--- config.mk ---
export PLATFORM = sky130hd
export DESIGN_NAME = token_ring_fifo
export DESIGN_NICKNAME = d
export VERILOG_FILES = /design/src/rtl/token_fifo_pkg.sv /design/src/rtl/token_fifo_ctrl.sv /design/src/rtl/token_fifo_data.sv /design/src/rtl/token_ring_fifo.sv
export SDC_FILE = /design/constraint.sdc
export NUM_CORES = 1
export LEC_CHECK = 0
export ABC_AREA = 1
export BUFFER_PORTS_ARGS = -buffer_cell sky130_fd_sc_hd__buf_2
export CORE_UTILIZATION = 60
export DETAILED_ROUTE_END_ITERATION = 10
export PLACE_DENSITY = 0.87
export SYNTH_ARGS = -nofsm -noshare
export SYNTH_HDL_FRONTEND = slang
export SYNTH_SLANG_ARGS = --single-unit
--- constraint.sdc ---
create_clock -name clk -period 3.3 [get_ports clk]
set_clock_uncertainty 0.05 [all_clocks]
set_input_delay 0.33 -clock clk [delete_from_list [all_inputs] [get_ports clk]]
set_output_delay 0.33 -clock clk [all_outputs]
set_load 0.02 [all_outputs]
--- src/rtl/token_fifo_pkg.sv ---
package token_fifo_pkg;

  // Strobes from control to datapath: accepted accesses this cycle.
  typedef struct packed {
    logic doWrite;
    logic doRead;
  } fifoStrobe_t;

endpackage

--- src/rtl/token_fifo_ctrl.sv ---
module token_fifo_ctrl
  import token_fifo_pkg::*;
#(
  parameter int DEPTH = 8
) (
  input  logic             clk,
  input  logic             rstN,
  input  logic             wrEn,
  input  logic             rdEn,
  output logic             full,
  output logic             empty,
  output logic             idle,
  output fifoStrobe_t      strobe,
  output logic [DEPTH-1:0] wrTok,
  output logic [DEPTH-1:0] rdTok
);

  localparam int LAST = DEPTH - 1;
  localparam logic [DEPTH-1:0] TOK_INIT = {{(DEPTH-1){1'b0}}, 1'b1};

  logic wrWrap;
  logic rdWrap;
  logic sameSlot;

  assign sameSlot = (wrTok == rdTok);
  assign empty    = sameSlot && (wrWrap == rdWrap);
  assign full     = sameSlot && (wrWrap != rdWrap);

  always_comb begin
    strobe.doRead  = rdEn && !empty;
    strobe.doWrite = wrEn && (!full || rdEn);
  end

  assign idle = !(strobe.doWrite || strobe.doRead);

  // Write token ring: rotates by one on each accepted write.
  always_ff @(posedge clk or negedge rstN) begin
    if (!rstN) begin
      wrTok  <= TOK_INIT;
      wrWrap <= 1'b0;
    end else if (strobe.doWrite) begin
      wrTok <= {wrTok[DEPTH-2:0], wrTok[LAST]};
      if (wrTok[LAST]) wrWrap <= ~wrWrap;
    end
  end

  // Read token ring: rotates by one on each accepted read.
  always_ff @(posedge clk or negedge rstN) begin
    if (!rstN) begin
      rdTok  <= TOK_INIT;
      rdWrap <= 1'b0;
    end else if (strobe.doRead) begin
      rdTok <= {rdTok[DEPTH-2:0], rdTok[LAST]};
      if (rdTok[LAST]) rdWrap <= ~rdWrap;
    end
  end

  a_r1_wr_token_single: assert property (@(posedge clk) disable iff (!rstN)
    $countones(wrTok) == 1);
  a_r1_rd_token_single: assert property (@(posedge clk) disable iff (!rstN)
    $countones(rdTok) == 1);
  a_r3_flags_exclusive: assert property (@(posedge clk) disable iff (!rstN)
    !(full && empty));
  a_r4_full_write_dropped: assert property (@(posedge clk) disable iff (!rstN)
    (full && wrEn && !rdEn) |=> (full && $stable(wrTok) && $stable(rdTok)));
  a_r5_empty_read_dropped: assert property (@(posedge clk) disable iff (!rstN)
    (empty && rdEn && !wrEn) |=> (empty && $stable(rdTok)));
  a_r6_both_keeps_nonempty: assert property (@(posedge clk) disable iff (!rstN)
    (wrEn && rdEn && !empty && !full) |=> (!empty && !full));
  a_r7_full_both_stays_full: assert property (@(posedge clk) disable iff (!rstN)
    (full && wrEn && rdEn) |=> full);
  a_r8_idle_holds_tokens: assert property (@(posedge clk) disable iff (!rstN)
    idle |=> ($stable(wrTok) && $stable(rdTok)));

endmodule

--- src/rtl/token_fifo_data.sv ---
module token_fifo_data
  import token_fifo_pkg::*;
#(
  parameter int DEPTH = 8,
  parameter int WIDTH = 16
) (
  input  logic             clk,
  input  logic             rstN,
  input  fifoStrobe_t      strobe,
  input  logic [DEPTH-1:0] wrTok,
  input  logic [DEPTH-1:0] rdTok,
  input  logic [WIDTH-1:0] wrData,
  output logic [WIDTH-1:0] rdData
);

  logic [WIDTH-1:0] slotMem [DEPTH];
  logic [WIDTH-1:0] headWord;

  // Each slot loads only when the write token sits on it.
  for (genvar gi = 0; gi < DEPTH; gi++) begin : g_slot
    always_ff @(posedge clk) begin
      if (strobe.doWrite && wrTok[gi]) slotMem[gi] <= wrData;
    end
  end

  // One-hot AND-OR selection of the slot under the read token.
  always_comb begin
    headWord = '0;
    for (int i = 0; i < DEPTH; i++) begin
      headWord = headWord | (slotMem[i] & {WIDTH{rdTok[i]}});
    end
  end

  always_ff @(posedge clk or negedge rstN) begin
    if (!rstN)              rdData <= '0;
    else if (strobe.doRead) rdData <= headWord;
  end

  a_r9_rddata_holds: assert property (@(posedge clk) disable iff (!rstN)
    !strobe.doRead |=> $stable(rdData));
  a_r2_write_needs_token: assert property (@(posedge clk) disable iff (!rstN)
    strobe.doWrite |-> ($countones(wrTok) == 1));

endmodule

--- src/rtl/token_ring_fifo.sv ---
module token_ring_fifo
  import token_fifo_pkg::*;
#(
  parameter int DEPTH = 8,
  parameter int WIDTH = 16
) (
  input  logic             clk,
  input  logic             rstN,
  input  logic             wrEn,
  input  logic [WIDTH-1:0] wrData,
  output logic             full,
  input  logic             rdEn,
  output logic [WIDTH-1:0] rdData,
  output logic             empty,
  output logic             idle
);

  fifoStrobe_t      strobe;
  logic [DEPTH-1:0] wrTok;
  logic [DEPTH-1:0] rdTok;

  token_fifo_ctrl #(.DEPTH(DEPTH)) ctrl_i (
    .clk   (clk),
    .rstN  (rstN),
    .wrEn  (wrEn),
    .rdEn  (rdEn),
    .full  (full),
    .empty (empty),
    .idle  (idle),
    .strobe(strobe),
    .wrTok (wrTok),
    .rdTok (rdTok)
  );

  token_fifo_data #(.DEPTH(DEPTH), .WIDTH(WIDTH)) data_i (
    .clk   (clk),
    .rstN  (rstN),
    .strobe(strobe),
    .wrTok (wrTok),
    .rdTok (rdTok),
    .wrData(wrData),
    .rdData(rdData)
  );

endmodule

==> impl_metrics.yaml <==
clock_network:
  cts_setup_buffers: 0
  clkTransAtPathRegs_ns: 0.07
  cts_tree: "done"
  htreeDepth: 4
  cts_resized: 0
  clock_path_buffers: 2
  clk_latency_ns: 0.53
  numCtsBuffers: 17
  cts_root_buf: "clkbuf_8"
  clock_sinks: 162
  hold_buffers: 1
logic_synthesis:
  synth_top_family_by_area: "simple AND/OR/NAND/NOR gates"
  synthTopCellsByCount: "203 x nand2_1, 128 x edfxtp_1, 32 x a221oi_1, 32 x dfrtp_1, 15 x inv_1"
  synth.mux.area_fraction_pct: 0
  synth_fa_ha_area_share_pct: 0
  synth.distinct_cells: 24
  ys.warnings.count: 0
  syn-cell-area_um2: 6210
  yosysTopAreaCell: "edfxtp_1"
  async_flop_share_pct: 21.0
  synth_compound_area_share_pct: 5.72
  synth_most_common_cell: "nand2_1"
  synth_edf_count: 128
  synthTopCellsByArea: "edfxtp_1 62%, dfrtp_1 13%, nand2_1 12%"
  seq_area_frac_synth_pct: 75.6
  synth_ff_type: "edfxtp_1"
  synth_area_per_cell_um2: 13.0
  syn_nets: 497
  syn_inst: 477
  synthSimpleGateAreaFrac_pct: 13.8
  synthXorXnorAreaFrac_pct: 0.685
  synth.ff_latch_count: 162
  netlist.area_leader.share_pct: 61.9
global_routing:
  grt_remaining_overflow: 0
  grt_first_pass_wirelength_mm: 20.8
  grt_max_degree: 35
  grt_pass1_vias: 4055
  grt_usage_pct: 26.7
  antenna_found_initial: 0
placement:
  post-place-ws_ns: 0.783
  place_hpwl_mm: 7.54
  io_buffer_count: 38
  gp_congestion: 0.829
  placedCellCount: 634
worst_hold_path:
  min_path_type: "in -> reg"
power:
  ir_drop_mv: 0.940
  p_per_area_nw_per_um2: 990
  total_power_w: 0.00700
  leakagePower_nw: 2.88
die:
  die_h_um: 104
  core_area_um2: 9910
  fp-row-count: 36
  io_pins: 39
  die_area_um2: 10800
  die_w_um: 104
  initial_core_util_pct: 62.7
timing:
  worst_pin_slew_ns: 0.855
  finalCriticalPeriod_ns: 3.08
  setup_ws_ns: 0.224
  period_share_pct: 93.2
  rsz0062_at_grt: "false"
  max_slew_margin_pct: 43.0
  maxSlewViolCount: 0
  holdWs_ns: 0.0166
  setup_viol: 0
  setup_tns_ns: 0
  hold_viol_final: 0
  fmax_ghz: 0.325
detailed_routing:
  viasPerCell: 5.78
  drc: 0
  via_count: 3870
  wl_per_cell_um: 19.9
  firstDrtPassIters: 7
  dr.first_iter.drc_count: 301
  totalWireLength_mm: 13.3
  ant_nets: 0
critical_path:
  critPathKind: "reg -> out"
  start_kind: "register"
  end_kind: "primary output"
  crit_fanout: 23
  crit_chain: "nand2_1 > nand2_1 > nand2_1 > nor2_2 > nand4_2 > nand2_2 > nand2_1 > inv_1 > buf_2"
  cpMostUsedCell: "nand2_1"
  cp.required_ns: 2.92
  timing.critical_path.slowest_stage_cell: "dfrtp_1"
  cp.arrival_ns: 2.70
  max_stage_delay_ns: 0.86
finish:
  nets: 543
  antennaDiodeCount: 0
  area_growth_pct: 13.9
  drive_gt1_share_pct: 17.4
  stdcell_count: 669
run:
  cap_viol_max_count: 0
outcome:
  status: "finished, final reports clean"
-- layout make-up --
| cell class | count | area, µm² |
|---|---|---|
| flip-flops and latches | 162 | 4700 |
| fillers | 647 | 2840 |
| multi-input cells | 271 | 1250 |
| clock buffers | 20 | 445 |
| repair buffers | 50 | 288 |
| well taps | 133 | 166 |
| clock inverters | 12 | 141 |
| inverters | 21 | 80.1 |
-- flip-flops by register name (all words and copies together), names as in the netlist --
name / cells
data_i.slotMem: 128
data_i.rdData: 16
ctrl_i.rdTok: 8
ctrl_i.wrTok: 8
ctrl_i.rdWrap: 1
ctrl_i.wrWrap: 1
-- logic make-up (layout without fill, tap and decap cells) --
group / Yosys count / after routing
flip-flops: 162 / 162
XOR/XNOR: 4 / 4
AND/OR/NAND/NOR: 220 / 220
AO/OA/AOI/OAI: 47 / 47
buffers and inverters: 44 / 103
-- through the flow --
| step | util (%) | cell area (µm²) |
|---|---|---|
| floorplan | - | 6210 |
| global placement | 65.1 | 6450 |
| detailed placement | 65.1 | 6450 |
| CTS | 71.2 | 7050 |
| finish | 71.4 | 7070 |
| global route | 71.4 | 7070 |
-- cells in the final DEF (no fill, tap or decap), drive strengths merged --
master and instances:
clkinvlp 2, xnor2 4, clkbuf 20, nand2 205, dfrtp 32, o21ai 15, dfstp 2, clkinv 3
edfxtp 128, a221oi 32, nand4 2, nor2 10, nand3 3, dlygate4sd3 3, buf 47, bufinv 2
inv 26
-- layer usage --
metal | global-route usage, % | vias to the layer above | routed length [µm]
met5 | 0 | - | 0
met4 | 13.4 | 0 | 338
met3 | 7.17 | 37 | 1180
met2 | 44.8 | 209 | 6780
met1 | 32.0 | 1872 | 5010
li1 | - | 1752 | -
-- path summary, 6_finish.rpt --
kind,startpoint,end,cells past startpoint,slack [ns]
min in group asynchronous,rstN,ctrl_i.wrWrap$_DFFE_PN0P_,2,0.39
setup / recovery,ctrl_i.rdTok[4]$_DFFE_PN0N_,idle,9,0.22
setup reg to reg,ctrl_i.rdTok[7]$_DFFE_PN0N_,data_i.slotMem[1][52]$_DFFE_PP_,8,0.75
max in group asynchronous,rstN,data_i.rdData[9]$_DFFE_PN0N_,2,2.26
hold reg to reg,data_i.rdData[7]$_DFFE_PN0N_,data_i.rdData[7]$_DFFE_PN0N_,2,0.42
hold / removal,wrData[0],data_i.slotMem[0][16]$_DFFE_PP_,1,0.02
-- where the power goes --
| part | switching (W) | total [W] | internal [W] |
|---|---|---|---|
| sequential | 0.000393 | 0.00307 | 0.00267 |
| clock | 0.000800 | 0.00193 | 0.00113 |
| combinational | 0.00136 | 0.00200 | 0.000639 |
-- critical path, delay by kind of cell (launching register included) --
kind / cells / cell delay (ns)
buf+inv: 2 / 0.21
simple gates: 7 / 1.09
flops: 1 / 0.86
Power figures use the tool's default switching activity.
